### src/rtl/gpio_port_pkg.sv
package gpio_port_pkg;

   typedef enum logic [1:0] {
      SEL_PIN  = 2'd0,
      SEL_DIR  = 2'd1,
      SEL_OUT  = 2'd2,
      SEL_NONE = 2'd3
   } port_sel_e;

   typedef struct packed {
      logic oe;
      logic lvl;
      logic pu;
   } pad_ctl_t;

   function automatic pad_ctl_t decode_pin(input logic dir, input logic outb, input logic kill);
      pad_ctl_t c;
      c.oe  = dir;
      c.lvl = dir & outb;
      c.pu  = ~dir & outb & ~kill;
      return c;
   endfunction

endpackage

### src/rtl/gpio_sync.sv
module gpio_sync #(
   parameter int WIDTH  = 8,
   parameter int STAGES = 2
) (
   input  logic             clk,
   input  logic [WIDTH-1:0] d_async,
   output logic [WIDTH-1:0] q_sync
);
   logic [WIDTH-1:0] stage_q [STAGES];

   always_ff @(posedge clk) stage_q[0] <= d_async;

   for (genvar s = 1; s < STAGES; s++) begin : g_stage
      always_ff @(posedge clk) stage_q[s] <= stage_q[s-1];
   end

   assign q_sync = stage_q[STAGES-1];
endmodule

### src/rtl/gpio_regfile.sv
module gpio_regfile
   import gpio_port_pkg::*;
#(
   parameter int WIDTH = 8
) (
   input  logic             clk,
   input  logic             rst_n,
   input  port_sel_e        sel,
   input  logic             we,
   input  logic [WIDTH-1:0] wdata,
   output logic [WIDTH-1:0] dir_q,
   output logic [WIDTH-1:0] out_q
);
   logic [WIDTH-1:0] out_d;

   always_comb begin
      out_d = out_q;
      if (we) begin
         unique case (sel)
            SEL_OUT: out_d = wdata;
            SEL_PIN: out_d = out_q ^ wdata;
            default: out_d = out_q;
         endcase
      end
   end

   always_ff @(posedge clk or negedge rst_n) begin
      if (!rst_n) begin
         dir_q <= '0;
         out_q <= '0;
      end else begin
         if (we && sel == SEL_DIR) dir_q <= wdata;
         out_q <= out_d;
      end
   end
endmodule

### src/rtl/gpio_pad_ctrl.sv
module gpio_pad_ctrl
   import gpio_port_pkg::*;
#(
   parameter int WIDTH = 8
) (
   input  logic [WIDTH-1:0] dir_q,
   input  logic [WIDTH-1:0] out_q,
   input  logic             pull_off,
   output logic [WIDTH-1:0] pad_oe,
   output logic [WIDTH-1:0] pad_out,
   output logic [WIDTH-1:0] pad_pu
);
   for (genvar i = 0; i < WIDTH; i++) begin : g_pin
      pad_ctl_t ctl;
      assign ctl        = decode_pin(dir_q[i], out_q[i], pull_off);
      assign pad_oe[i]  = ctl.oe;
      assign pad_out[i] = ctl.lvl;
      assign pad_pu[i]  = ctl.pu;
   end
endmodule

### src/rtl/gpio_toggle_port.sv
module gpio_toggle_port
   import gpio_port_pkg::*;
#(
   parameter int WIDTH       = 8,
   parameter int SYNC_STAGES = 2
) (
   input  logic             clk,
   input  logic             rst_n,
   input  logic [1:0]       sel,
   input  logic             we,
   input  logic [WIDTH-1:0] wdata,
   output logic [WIDTH-1:0] rdata,
   input  logic             pull_off,
   input  logic [WIDTH-1:0] pad_in,
   output logic [WIDTH-1:0] pad_oe,
   output logic [WIDTH-1:0] pad_out,
   output logic [WIDTH-1:0] pad_pu
);
   initial begin
      assert (WIDTH >= 1 && WIDTH <= 64) else $error("WIDTH out of range");
      assert (SYNC_STAGES >= 2 && SYNC_STAGES <= 4) else $error("SYNC_STAGES out of range");
   end

   port_sel_e        sel_e;
   logic [WIDTH-1:0] dir_q;
   logic [WIDTH-1:0] out_q;
   logic [WIDTH-1:0] pin_sync;

   assign sel_e = port_sel_e'(sel);

   gpio_regfile #(.WIDTH(WIDTH)) u_regs (
      .clk   (clk),
      .rst_n (rst_n),
      .sel   (sel_e),
      .we    (we),
      .wdata (wdata),
      .dir_q (dir_q),
      .out_q (out_q)
   );

   gpio_sync #(.WIDTH(WIDTH), .STAGES(SYNC_STAGES)) u_sync (
      .clk     (clk),
      .d_async (pad_in),
      .q_sync  (pin_sync)
   );

   gpio_pad_ctrl #(.WIDTH(WIDTH)) u_pads (
      .dir_q    (dir_q),
      .out_q    (out_q),
      .pull_off (pull_off),
      .pad_oe   (pad_oe),
      .pad_out  (pad_out),
      .pad_pu   (pad_pu)
   );

   always_comb begin
      unique case (sel_e)
         SEL_PIN: rdata = pin_sync;
         SEL_DIR: rdata = dir_q;
         SEL_OUT: rdata = out_q;
         default: rdata = '0;
      endcase
   end
endmodule

### config.mk
export PLATFORM = sky130hd
export DESIGN_NAME = gpio_toggle_port
export DESIGN_NICKNAME = d
export VERILOG_FILES = /design/src/rtl/gpio_port_pkg.sv /design/src/rtl/gpio_sync.sv /design/src/rtl/gpio_regfile.sv /design/src/rtl/gpio_pad_ctrl.sv /design/src/rtl/gpio_toggle_port.sv
export SDC_FILE = /design/constraint.sdc
export NUM_CORES = 1
export LEC_CHECK = 0
export BUFFER_PORTS_ARGS = -buffer_cell sky130_fd_sc_hd__buf_2
export CAP_MARGIN = 20
export CORE_MARGIN = 4
export CORE_UTILIZATION = 51
export CTS_CLUSTER_SIZE = 40
export DETAILED_ROUTE_END_ITERATION = 8
export GPL_TIMING_DRIVEN = 0
export PLACE_DENSITY = 0.83
export SLEW_MARGIN = 0
export SYNTH_ARGS = -nofsm -noshare
export SYNTH_HDL_FRONTEND = slang
export SYNTH_SLANG_ARGS = --single-unit
export TNS_END_PERCENT = 100
### constraint.sdc
create_clock -name clk -period 2.1 [get_ports clk]
set_clock_uncertainty 0.2 [all_clocks]
set_input_delay 0.42 -clock clk [delete_from_list [all_inputs] [get_ports clk]]
set_output_delay 0.42 -clock clk [all_outputs]
set_load 0.1 [all_outputs]
==> flow_summary_export.csv, run 1 <==
group,metric,value,unit
run_status,status,"complete, no violations",
global_routing,grt_overflow,0,
synthesis,avgSynthCellArea,10.4,µm²
clocking,cts_buffers,5,
clocking,clk_pin_slew_worst_paths,90,ps
worst_setup_path,reg2reg_from,"u_regs.dir_q[7]$_DFFE_PN0P_",
detailed_routing,via_per_inst,5.42,
cells_and_area,drive_gt1_share,53.3,%
clocking,cts-root-buf,"clkbuf_4",
power,power.leakage,0.984,nW
worst_setup_path,worstPathMaxFanout,10,
worst_setup_path,critPathArrivalTime,1430,ps
min_path,hold_class,"flop to flop",
detailed_routing,drcViolationCount,0,
detailed_routing,ant_nets,0,
synthesis,synth_top_area_share,29.3,%
clocking,htreeDepth,2,
worst_setup_path,rr_endpoint,"u_regs.dir_q[7]$_DFFE_PN0P_",
clocking,tritoncts,"built",
detailed_routing,vias,1242,
synthesis,ys_seq_area_share,52.8,%
detailed_routing,initialDrtViolationCount,55,
place,port_buffers,51,
timing,drv_slew,0,
timing,finalCriticalPeriod,2050,ps
clocking,max-clock-path-buffers,2,
synthesis,syn-num-nets,153,
timing,max_freq,489,MHz
clocking,clock_latency,330,ps
power,p_per_area,1070,nW/µm²
synthesis,synthTopCellsByArea,"dfrtp_1, dfxtp_1, mux2_4",
global_routing,grtUsageTotal,22.2,%
place,hpwl,2570,µm
synthesis,yosys_warnings,0,
timing,setup_tns,0,ps
die,row_count,18,
global_routing,grt_max_degree,17,
flow_run,maxCapViolCount,0,
global_routing,grt_antenna_before_repair,0,
power,totalPowerFinal,0.00217,W
timing,hold_viol_final,0,
detailed_routing,post_drt_wl_per_cell,16.0,µm
timing,rsz0062_at_grt,"no",
detailed_routing,firstDrtPassIters,4,
synthesis,synth_largest_area_cell,"dfrtp_1",
global_routing,grt_pass1_vias,1245,
die,core_area,2520,µm²
place,place_congestion,0.771,
synthesis,syn_area,1370,µm²
clocking,cts.sinks,32,
die,initial_utilization,54.1,%
worst_setup_path,cp-end-kind,"output port",
global_routing,grt_pass1_wl,5750,µm
worst_setup_path,critPathRequiredTime,1480,ps
timing,setup_viol,0,
detailed_routing,routed_wl,3670,µm
die,die_area,3570,µm²
timing,post-route-period-util,97.4,%
clocking,post_cts_buffers,0,
worst_setup_path,cp-endpoint,"rdata[7]",
power,peakVddDrop,0.818,mV
cells_and_area,num-nets-final,220,
die,die_x,59.7,µm
worst_setup_path,criticalPathCategory,"primary input to output port",
worst_setup_path,crit_start,"sel[0]",
worst_setup_path,reg2regPathDepth,1,
worst_setup_path,crit_path_start_kind,"primary input",
synthesis,synth_cells,131,
cells_and_area,syn2layout_area_growth,47.8,%
die,io_pins,54,
die,die_h,59.7,µm
timing,tightestPinTransition,496,ps
timing,relSlewSlack,67.2,%
cells_and_area,antenna_cells,0,
synthesis,ys_types,19,
synthesis,ys_seq_elements,32,
worst_setup_path,r2r_setup_slack,1000,ps
final cells by class:
class	count	area, µm²
Tap cell	30	37.5
Buffer	7	52.6
Clock buffer	7	45.0
Sequential cell	32	748
Inverter	8	30.0
Fill cell	165	504
Multi-Input combinational cell	84	719
Timing Repair Buffer	60	380
Clock inverter	1	5.00
placed cells by master, fill, tap and decap left out, types with 9 or more instances in the layout:
| cell | instances |
|---|---|
| buf_2 | 39 |
| clkbuf_4 | 16 |
| dlygate4sd3_1 | 9 |
| nand2_1 | 16 |
| dfxtp_1 | 16 |
flip-flops by register name, summed over array words and instances, names as in the netlist:
signal          count
u_sync.stage_q     16
u_regs.out_q        8
u_regs.dir_q        8
cells by family (layout without fill, tap and decap cells):
| kind of cell | count (synthesis) | in the layout | share of synthesized area, % |
|---|---|---|---|
| AOI/OAI and AO/OA | 24 | 24 | 10.3 |
| buffers and inverters | 15 | 83 | 5.68 |
| DFF | 32 | 32 | 52.8 |
| muxes | 16 | 16 | 14.7 |
| and+or+nand+nor | 44 | 44 | 16.6 |
worst max-delay path, cell delays in order:
cell	delay, ps
buf_2	100
clkbuf_2	270
o21ai_2	190
buf_2	430
worst min path at each step:
stage / slack, ps / endpoint / startpoint / depth (start not counted)
after floorplan: -80 / u_regs.dir_q[0]$_DFFE_PN0P_ / rst_n / 0
after global placement: 110 / u_sync.stage_q[0][14]$_DFF_P_ / u_sync.stage_q[0][6]$_DFF_P_ / 0
after detailed placement: 110 / u_sync.stage_q[0][11]$_DFF_P_ / u_sync.stage_q[0][3]$_DFF_P_ / 0
after CTS: 140 / u_sync.stage_q[0][11]$_DFF_P_ / u_sync.stage_q[0][3]$_DFF_P_ / 0
after global routing: 140 / u_regs.dir_q[0]$_DFFE_PN0P_ / wdata[0] / 2
final: 140 / u_sync.stage_q[0][10]$_DFF_P_ / u_sync.stage_q[0][2]$_DFF_P_ / 0
metrics by stage:
stage	std cells	cell area [µm²]	setup WS [ps]	utilization, %	hold slack, ps
after floorplan	131	1550	-170	-	-75.6
after global placement	212	1840	-131	73.0	110
after detailed placement	212	1840	-127	73.0	113
after global routing	229	2020	3.03	80.0	137
final	229	2020	54.1	80.0	135
after CTS	229	1990	4.81	79.0	135
power by group:
part | leakage (nW) | total, W | internal, W | switching (W)
Combinational | 0.635 | 0.00105 | 0.000223 | 0.000829
Sequential | 0.320 | 0.000780 | 0.000701 | 0.0000791
Clock | 0.0293 | 0.000336 | 0.000130 | 0.000205
Total | 0.984 | 0.00217 | 0.00105 | 0.00111
cell usage after synthesis:
cell type / count
dfxtp_1: 16
nor2_1: 8
clkbuf_1: 2
mux2_4: 8
nand2b_1: 1
nor3_1: 8
and2_1: 8
buf_4: 1
o21ai_0: 16
buf_6: 2
o211ai_1: 8
nand2_1: 16
buf_2: 2
mux2i_1: 8
dfrtp_1: 16
inv_1: 8
nor2b_1: 1
nor2b_4: 1
nand2_8: 1
timing repair:
action,CTS,global route
endpoints found under the hold margin,24,0
gates cloned,0,0
setup endpoints to repair,11,10
resized for setup,5,10
hold buffers,9,0
metal layers:
metal  global-route usage (%)  up-vias  share of wire, %  wire [µm]
met5                        0        -                 0          0
met2                     39.5       46                53       1940
met1                     25.7      609                39       1440
li1                         -      575                 -          -
met3                     4.32       12               5.3        193
met4                     9.49        0               2.7         98
Note: power is estimated with default switching activity, not from simulation.
==> run 2, diff against run 1 <==
--- a/config.mk
+++ b/config.mk
@@ -5,6 +5,7 @@
 export SDC_FILE = /design/constraint.sdc
 export NUM_CORES = 1
 export LEC_CHECK = 0
+export ABC_AREA = 1
 export BUFFER_PORTS_ARGS = -buffer_cell sky130_fd_sc_hd__buf_2
 export CAP_MARGIN = 20
 export CORE_MARGIN = 4
@@ -12,7 +13,7 @@
 export CTS_CLUSTER_SIZE = 40
 export DETAILED_ROUTE_END_ITERATION = 8
 export GPL_TIMING_DRIVEN = 0
-export PLACE_DENSITY = 0.83
+export PLACE_DENSITY = 0.84
 export SLEW_MARGIN = 0
 export SYNTH_ARGS = -nofsm -noshare
 export SYNTH_HDL_FRONTEND = slang
==> run 2 against run 1 <==
Compared with the run above: highest routed layer unchanged; register-to-register slack gained 130 ps; power shrank 0.51%; die area shrank 1.0%; largest power group unchanged.
==> flow_summary_export.csv, run 2 <==
group,metric,value,unit
synthesis,synth-main-ff-cell,"dfxtp_1",
global_routing,grt_antenna_before_repair,0,
synthesis,synthTopCellsByArea,"dfrtp_1, dfxtp_1, nand2_1",
synthesis,avgSynthCellArea,7.80,µm²
place,place_congestion,0.782,
cells_and_area,layout_commonest_cell,"nand2_1",
worst_setup_path,reg2regPathDepth,2,
synthesis,synth_common_cells,"nand2_1, nand3_1, dfrtp_1, dfxtp_1, inv_1",
synthesis,syn_area,1350,µm²
clocking,clock_latency,350,ps
detailed_routing,routed_wl,3890,µm
place,hpwl,2610,µm
synthesis,synth_cells,173,
timing,finalCriticalPeriod,2070,ps
min_path,hold_class,"primary input to flop",
synthesis,ys_seq_area_share,53.4,%
clocking,htreeDepth,2,
detailed_routing,wl_met2,2110,µm
detailed_routing,ant_nets,0,
cells_and_area,drive_gt1_share,39.8,%
timing,max_freq,483,MHz
power,peakVddDrop,1.14,mV
synthesis,synth-edff-count,0,
synthesis,synth_largest_area_cell,"dfrtp_1",
clocking,cts.sinks,32,
power,p_per_area,1040,nW/µm²
global_routing,grt_pass1_vias,1383,
run_status,status,"complete, no violations",
timing,whs,78.5,ps
die,die_x,59.4,µm
cells_and_area,largest_reg_flops,16,
synthesis,ys_seq_elements,32,
cells_and_area,final_cell_mix,"nand2_1, buf_2, inv_1, nand3_1, dfxtp_1",
worst_setup_path,crit_path_start_kind,"primary input",
global_routing,grtUsageTotal,24.3,%
cells_and_area,top_regs,"u_sync.stage_q (16), u_regs.dir_q (8), u_regs.out_q (8)",
cells_and_area,top_register,"u_sync.stage_q",
detailed_routing,dr_wl_met3,291,µm
worst_setup_path,critPathArrivalTime,1450,ps
timing,setup_viol,0,
worst_setup_path,worstPathMaxFanout,10,
detailed_routing,via_per_inst,5.15,
global_routing,grt_pass1_wl,6130,µm
synthesis,synthArstFlopShare,50.0,%
synthesis,syn-num-nets,195,
flow_run,maxCapViolCount,0,
global_routing,grt_overflow,0,
global_routing,grt_max_degree,17,
die,initial_utilization,54.0,%
detailed_routing,top_layer,"met4",
synthesis,synth_top_area_share,29.7,%
detailed_routing,vias,1412,
timing,post-route-period-util,98.6,%
place,port_buffers,52,
worst_setup_path,critPathRequiredTime,1480,ps
die,die_area,3530,µm²
worst_setup_path,criticalPathCategory,"primary input to output port",
power,totalPowerFinal,0.00216,W
cells_and_area,num-nets-final,265,
cells_and_area,syn2layout_area_growth,53.2,%
synthesis,yosys_warnings,0,
detailed_routing,firstDrtPassIters,4,
die,io_pins,54,
clocking,cts_buffers,5,
timing,relSlewSlack,67.5,%
synthesis,yosysMostFrequentCell,"nand2_1",
detailed_routing,met1Wirelength,1420,µm
synthesis,ys_types,15,
timing,hold_viol_final,0,
clocking,tritoncts,"built",
timing,drv_slew,0,
die,row_count,18,
power,power.leakage,1.17,nW
clocking,cts-root-buf,"clkbuf_4",
detailed_routing,initialDrtViolationCount,62,
clocking,clk_pin_slew_worst_paths,90,ps
clocking,max-clock-path-buffers,2,
die,core_area,2500,µm²
cells_and_area,antenna_cells,0,
min_path,hold_path_depth,3,
detailed_routing,post_drt_wl_per_cell,14.2,µm
die,die_h,59.4,µm
worst_setup_path,cp-end-kind,"output port",
detailed_routing,drcViolationCount,0,
timing,tightestPinTransition,490,ps
run 2: cell count changes in the layout (fill, tap and decap cells not counted), moves of 8 or more:
cell	delta
nand2_1	+65
nor3b_4	+8
and2_2	-8
nand3_1	+16
mux2_4	-8
clkbuf_4	-8
nor3_4	-8
nor2_1	-8
o211ai_1	-8
nand3_2	+8
inv_1	+8
o21ai_0	-8
mux2i_1	-8
run 2: power by group:
| part | total (W) | internal (W) | switching [W] |
|---|---|---|---|
| registers | 0.000781 | 0.000696 | 0.0000851 |
| clock network | 0.000461 | 0.000249 | 0.000212 |
| logic | 0.000915 | 0.000199 | 0.000715 |
| total | 0.00216 | 0.00114 | 0.00101 |
run 2: metrics by stage:
step | setup WS (ps) | cell area, µm² | utilization [%] | std cells | TNS, ps
2_1_floorplan | -34.5 | 1520 | - | 173 | -154
3_3_place_gp | -290 | 1820 | 72.7 | 255 | -2100
3_5_place_dp | -341 | 1820 | 72.7 | 255 | -2390
4_1_cts | 3.18 | 2020 | 80.9 | 272 | 0
5_1_grt | -33.0 | 2070 | 82.6 | 274 | -92.9
6_report | 30.0 | 2070 | 82.6 | 274 | 0
run 2: worst max-delay path: stages:
cell and delay [ps]:
buf_2 160, inv_2 140, nor2_4 150, buf_4 170, nand2_1 70, nand3_2 60
buf_4 280
run 2: routing by layer:
metal	GRT usage, %	up-vias
met2	44.6	53
li1	-	682
met5	0	-
met4	12.6	0
met3	5.23	5
met1	25.4	672
run 2: cell type report:
class | count | area (µm²)
flip-flops and latches | 32 | 751
multi-input cells | 119 | 683
fillers | 148 | 434
repair buffers | 63 | 420
inverters | 19 | 71.3
clock buffers | 6 | 41.3
well taps | 30 | 37.5
clock inverters | 2 | 35.0
plain buffers | 3 | 26.3
run 2: logic make-up after synthesis:
logic type    Yosys count  synth area share, %
simple gates          119                 40.1
flops                  32                 53.4
buf+inv                22                 6.49
run 2: worst paths after layout:
| path | slack (ps) | to | start |
|---|---|---|---|
| max | 30 | rdata[6] | sel[0] |
| min | 80 | u_regs.dir_q[7]$_DFFE_PN0P_ | wdata[7] |
| max reg2reg | 1130 | u_regs.dir_q[2]$_DFFE_PN0P_ | u_regs.dir_q[2]$_DFFE_PN0P_ |
| min reg2reg | 140 | u_sync.stage_q[0][9]$_DFF_P_ | u_sync.stage_q[0][1]$_DFF_P_ |
| max in group asynchronous | 1090 | u_regs.dir_q[6]$_DFFE_PN0P_ | rst_n |
| min in group asynchronous | 300 | u_regs.dir_q[0]$_DFFE_PN0P_ | rst_n |
run 2: what timing repair did:
item / CTS / global route
hold buffers: 9 / 0
setup endpoints to repair: 13 / 11
pin swaps: 0 / 1
setup buffers: 0 / 2
resized for setup: 15 / 8
hold endpoints to repair: 24 / 0
==> run 3, diff against run 2 <==
--- a/config.mk
+++ b/config.mk
@@ -9,11 +9,12 @@
 export BUFFER_PORTS_ARGS = -buffer_cell sky130_fd_sc_hd__buf_2
 export CAP_MARGIN = 20
 export CORE_MARGIN = 4
-export CORE_UTILIZATION = 51
+export CORE_UTILIZATION = 47
 export CTS_CLUSTER_SIZE = 40
 export DETAILED_ROUTE_END_ITERATION = 8
 export GPL_TIMING_DRIVEN = 0
-export PLACE_DENSITY = 0.84
+export PLACE_DENSITY = 0.78
+export REMOVE_ABC_BUFFERS = 1
 export SLEW_MARGIN = 0
 export SYNTH_ARGS = -nofsm -noshare
 export SYNTH_HDL_FRONTEND = slang
==> constraint.sdc (replaced) <==
create_clock -name clk -period 2.3 [get_ports clk]
set_clock_uncertainty 0.2 [all_clocks]
set_input_delay 0.46 -clock clk [delete_from_list [all_inputs] [get_ports clk]]
set_output_delay 0.46 -clock clk [all_outputs]
set_load 0.1 [all_outputs]
==> run 3 against run 2 <==
Compared with the run above: power decreased by 17%; setup slack better by 93 ps; via count decreased by 8.2%; worst hold slack worse by 46 ps; combinational power decreased by 16%; sequential cell count unchanged; final cell count down 1.5%; global-route usage down 4.8 points; register-to-register slack better by 250 ps; critical path type unchanged; largest cell class unchanged.
==> flow_summary_export.csv, run 3 (same netlist as run 2, synthesis figures left out) <==
group,metric,value,unit
run_status,status,"complete, no violations",
cells_and_area,layout_commonest_cell,"nand2_1",
worst_setup_path,critPathArrivalTime,1520,ps
worst_setup_path,reg2reg_from,"u_regs.out_q[4]$_DFFE_PN0P_",
cells_and_area,num-nets-final,260,
cells_and_area,top_register,"u_sync.stage_q",
detailed_routing,initialDrtViolationCount,52,
power,power.leakage,1.06,nW
detailed_routing,drcViolationCount,0,
cells_and_area,antenna_cells,0,
timing,setup_viol,0,
worst_setup_path,cp-end-kind,"output port",
die,die_h,61.6,µm
detailed_routing,ant_nets,0,
die,die_x,61.6,µm
die,initial_utilization,48.9,%
clocking,cts-root-buf,"clkbuf_4",
timing,max_freq,459,MHz
place,dpl_cell_area,1640,µm²
power,p_clk_share,18.9,%
power,p_sw_share,49.4,%
cells_and_area,final_util,65.5,%
place,pre_cts_slack,-120,ps
power,peakVddDrop,0.634,mV
die,die_area,3790,µm²
detailed_routing,firstDrtPassIters,4,
timing,finalCriticalPeriod,2180,ps
clocking,clock_latency,330,ps
clocking,cts_buffers,5,
clocking,post_cts_buffers,0,
power,p_per_area,989,nW/µm²
cells_and_area,drive_gt1_share,28.9,%
timing,hold_viol_final,0,
flow_run,maxCapViolCount,0,
power,sequentialPowerShare,38.2,%
worst_setup_path,crit_path_start_kind,"primary input",
clocking,tritoncts,"built",
timing,tightestPinTransition,497,ps
worst_setup_path,r2r_setup_slack,1380,ps
timing,setup_tns,0,ps
die,io_pins,54,
power,totalPowerFinal,0.00179,W
timing,drv_slew,0,
power,switching_power,0.000882,W
worst_setup_path,rr_endpoint,"u_regs.out_q[4]$_DFFE_PN0P_",
clocking,cts.sinks,32,
cells_and_area,final_cell_mix,"nand2_1, buf_2, nand3_1",
cells_and_area,largest_reg_flops,16,
cells_and_area,fin_area,1810,µm²
cells_and_area,top_regs,"u_sync.stage_q (16), u_regs.dir_q (8), u_regs.out_q (8)",
global_routing,grt_overflow,0,
global_routing,grtUsageTotal,19.5,%
worst_setup_path,crit_start,"sel[0]",
clocking,clk_pin_slew_worst_paths,90,ps
detailed_routing,routed_wl,3240,µm
worst_setup_path,cp-endpoint,"rdata[0]",
die,row_count,19,
timing,rsz0062_at_grt,"no",
detailed_routing,via_per_inst,4.80,
global_routing,grt_max_degree,17,
die,core_area,2760,µm²
place,hpwl,2190,µm
place,port_buffers,53,
worst_setup_path,worstPathMaxFanout,10,
clocking,htreeDepth,2,
timing,timing.final.ws_setup,123,ps
timing,post-route-period-util,94.7,%
global_routing,grt_antenna_before_repair,0,
worst_setup_path,reg2regPathDepth,3,
worst_setup_path,critPathRequiredTime,1640,ps
clocking,max-clock-path-buffers,2,
power,internal_power,0.000905,W
timing,relSlewSlack,67.1,%
power,power_frac_comb,42.8,%
detailed_routing,post_drt_wl_per_cell,12.0,µm
cells_and_area,syn2layout_area_growth,34.0,%
detailed_routing,vias,1296,
min_path,hold_class,"primary input to flop",
worst_setup_path,criticalPathCategory,"primary input to output port",
place,place_congestion,0.748,
global_routing,grt_pass1_wl,5180,µm
global_routing,grt_pass1_vias,1143,
-- run 3: cell count changes in the layout (fill, tap and decap cells not counted), sizes merged --
cell,before,now
bufinv,1,0
buf,53,45
clkinvlp,0,1
clkinv,1,0
dlygate4sd3,9,8
clkbuf,10,15
-- run 3: per-stage QoR --
step | cells | hold WS (ps)
3_3_place_gp | 254 | 110
3_5_place_dp | 254 | 112
2_1_floorplan | 170 | -35.6
4_1_cts | 263 | 10.2
5_1_grt | 270 | -4.45
6_report | 270 | 32.2
-- run 3: worst max-delay path, cell delays in order --
cell,delay [ps]
buf_2,150
inv_2,130
nor2_4,250
nand2_1,80
nand3_1,110
clkbuf_4,340
-- run 3: area by class of cell --
| class | count | area [µm²] |
|---|---|---|
| sequential | 32 | 721 |
| inverter | 19 | 71.3 |
| tap | 31 | 38.8 |
| clock inverter | 1 | 7.51 |
| timing repair buffer | 61 | 365 |
| fill | 251 | 951 |
| multi-input combinational | 119 | 548 |
| clock buffer | 7 | 55.1 |
-- run 3: what timing repair did --
action,4_1_cts,5_1_grt
gates resized for setup,1,9
hold buffers,1,7
endpoints found under the setup margin,8,8
endpoints found under the hold margin,16,7
-- run 3: routing by layer --
layer / track usage [%] / wire (µm)
met2: 27.1 / 1440
met5: 0 / 0
met1: 26.6 / 1400
met4: 8.48 / 29
met3: 7.97 / 374
-- run 3: power by group through the flow --
stage	Combinational [W]	Sequential, W	Clock, W
after floorplan	0.000465	0.000846	0
after global placement	0.000742	0.000692	0
after detailed placement	0.000746	0.000694	0
after CTS	0.000750	0.000682	0.000348
after global routing	0.000809	0.000694	0.000381
final	0.000765	0.000683	0.000338
-- run 3: worst min-delay path by stage --
stage,end,slack [ps],from,depth (start not counted)
2_1_floorplan,u_regs.dir_q[0]$_DFFE_PN0P_,-40,rst_n,0
3_3_place_gp,u_sync.stage_q[0][15]$_DFF_P_,110,u_sync.stage_q[0][7]$_DFF_P_,0
3_5_place_dp,u_sync.stage_q[0][11]$_DFF_P_,110,u_sync.stage_q[0][3]$_DFF_P_,0
4_1_cts,u_sync.stage_q[0][7]$_DFF_P_,10,pad_in[7],1
5_1_grt,u_sync.stage_q[0][3]$_DFF_P_,-4,pad_in[3],1
6_report,u_sync.stage_q[0][3]$_DFF_P_,30,pad_in[3],1
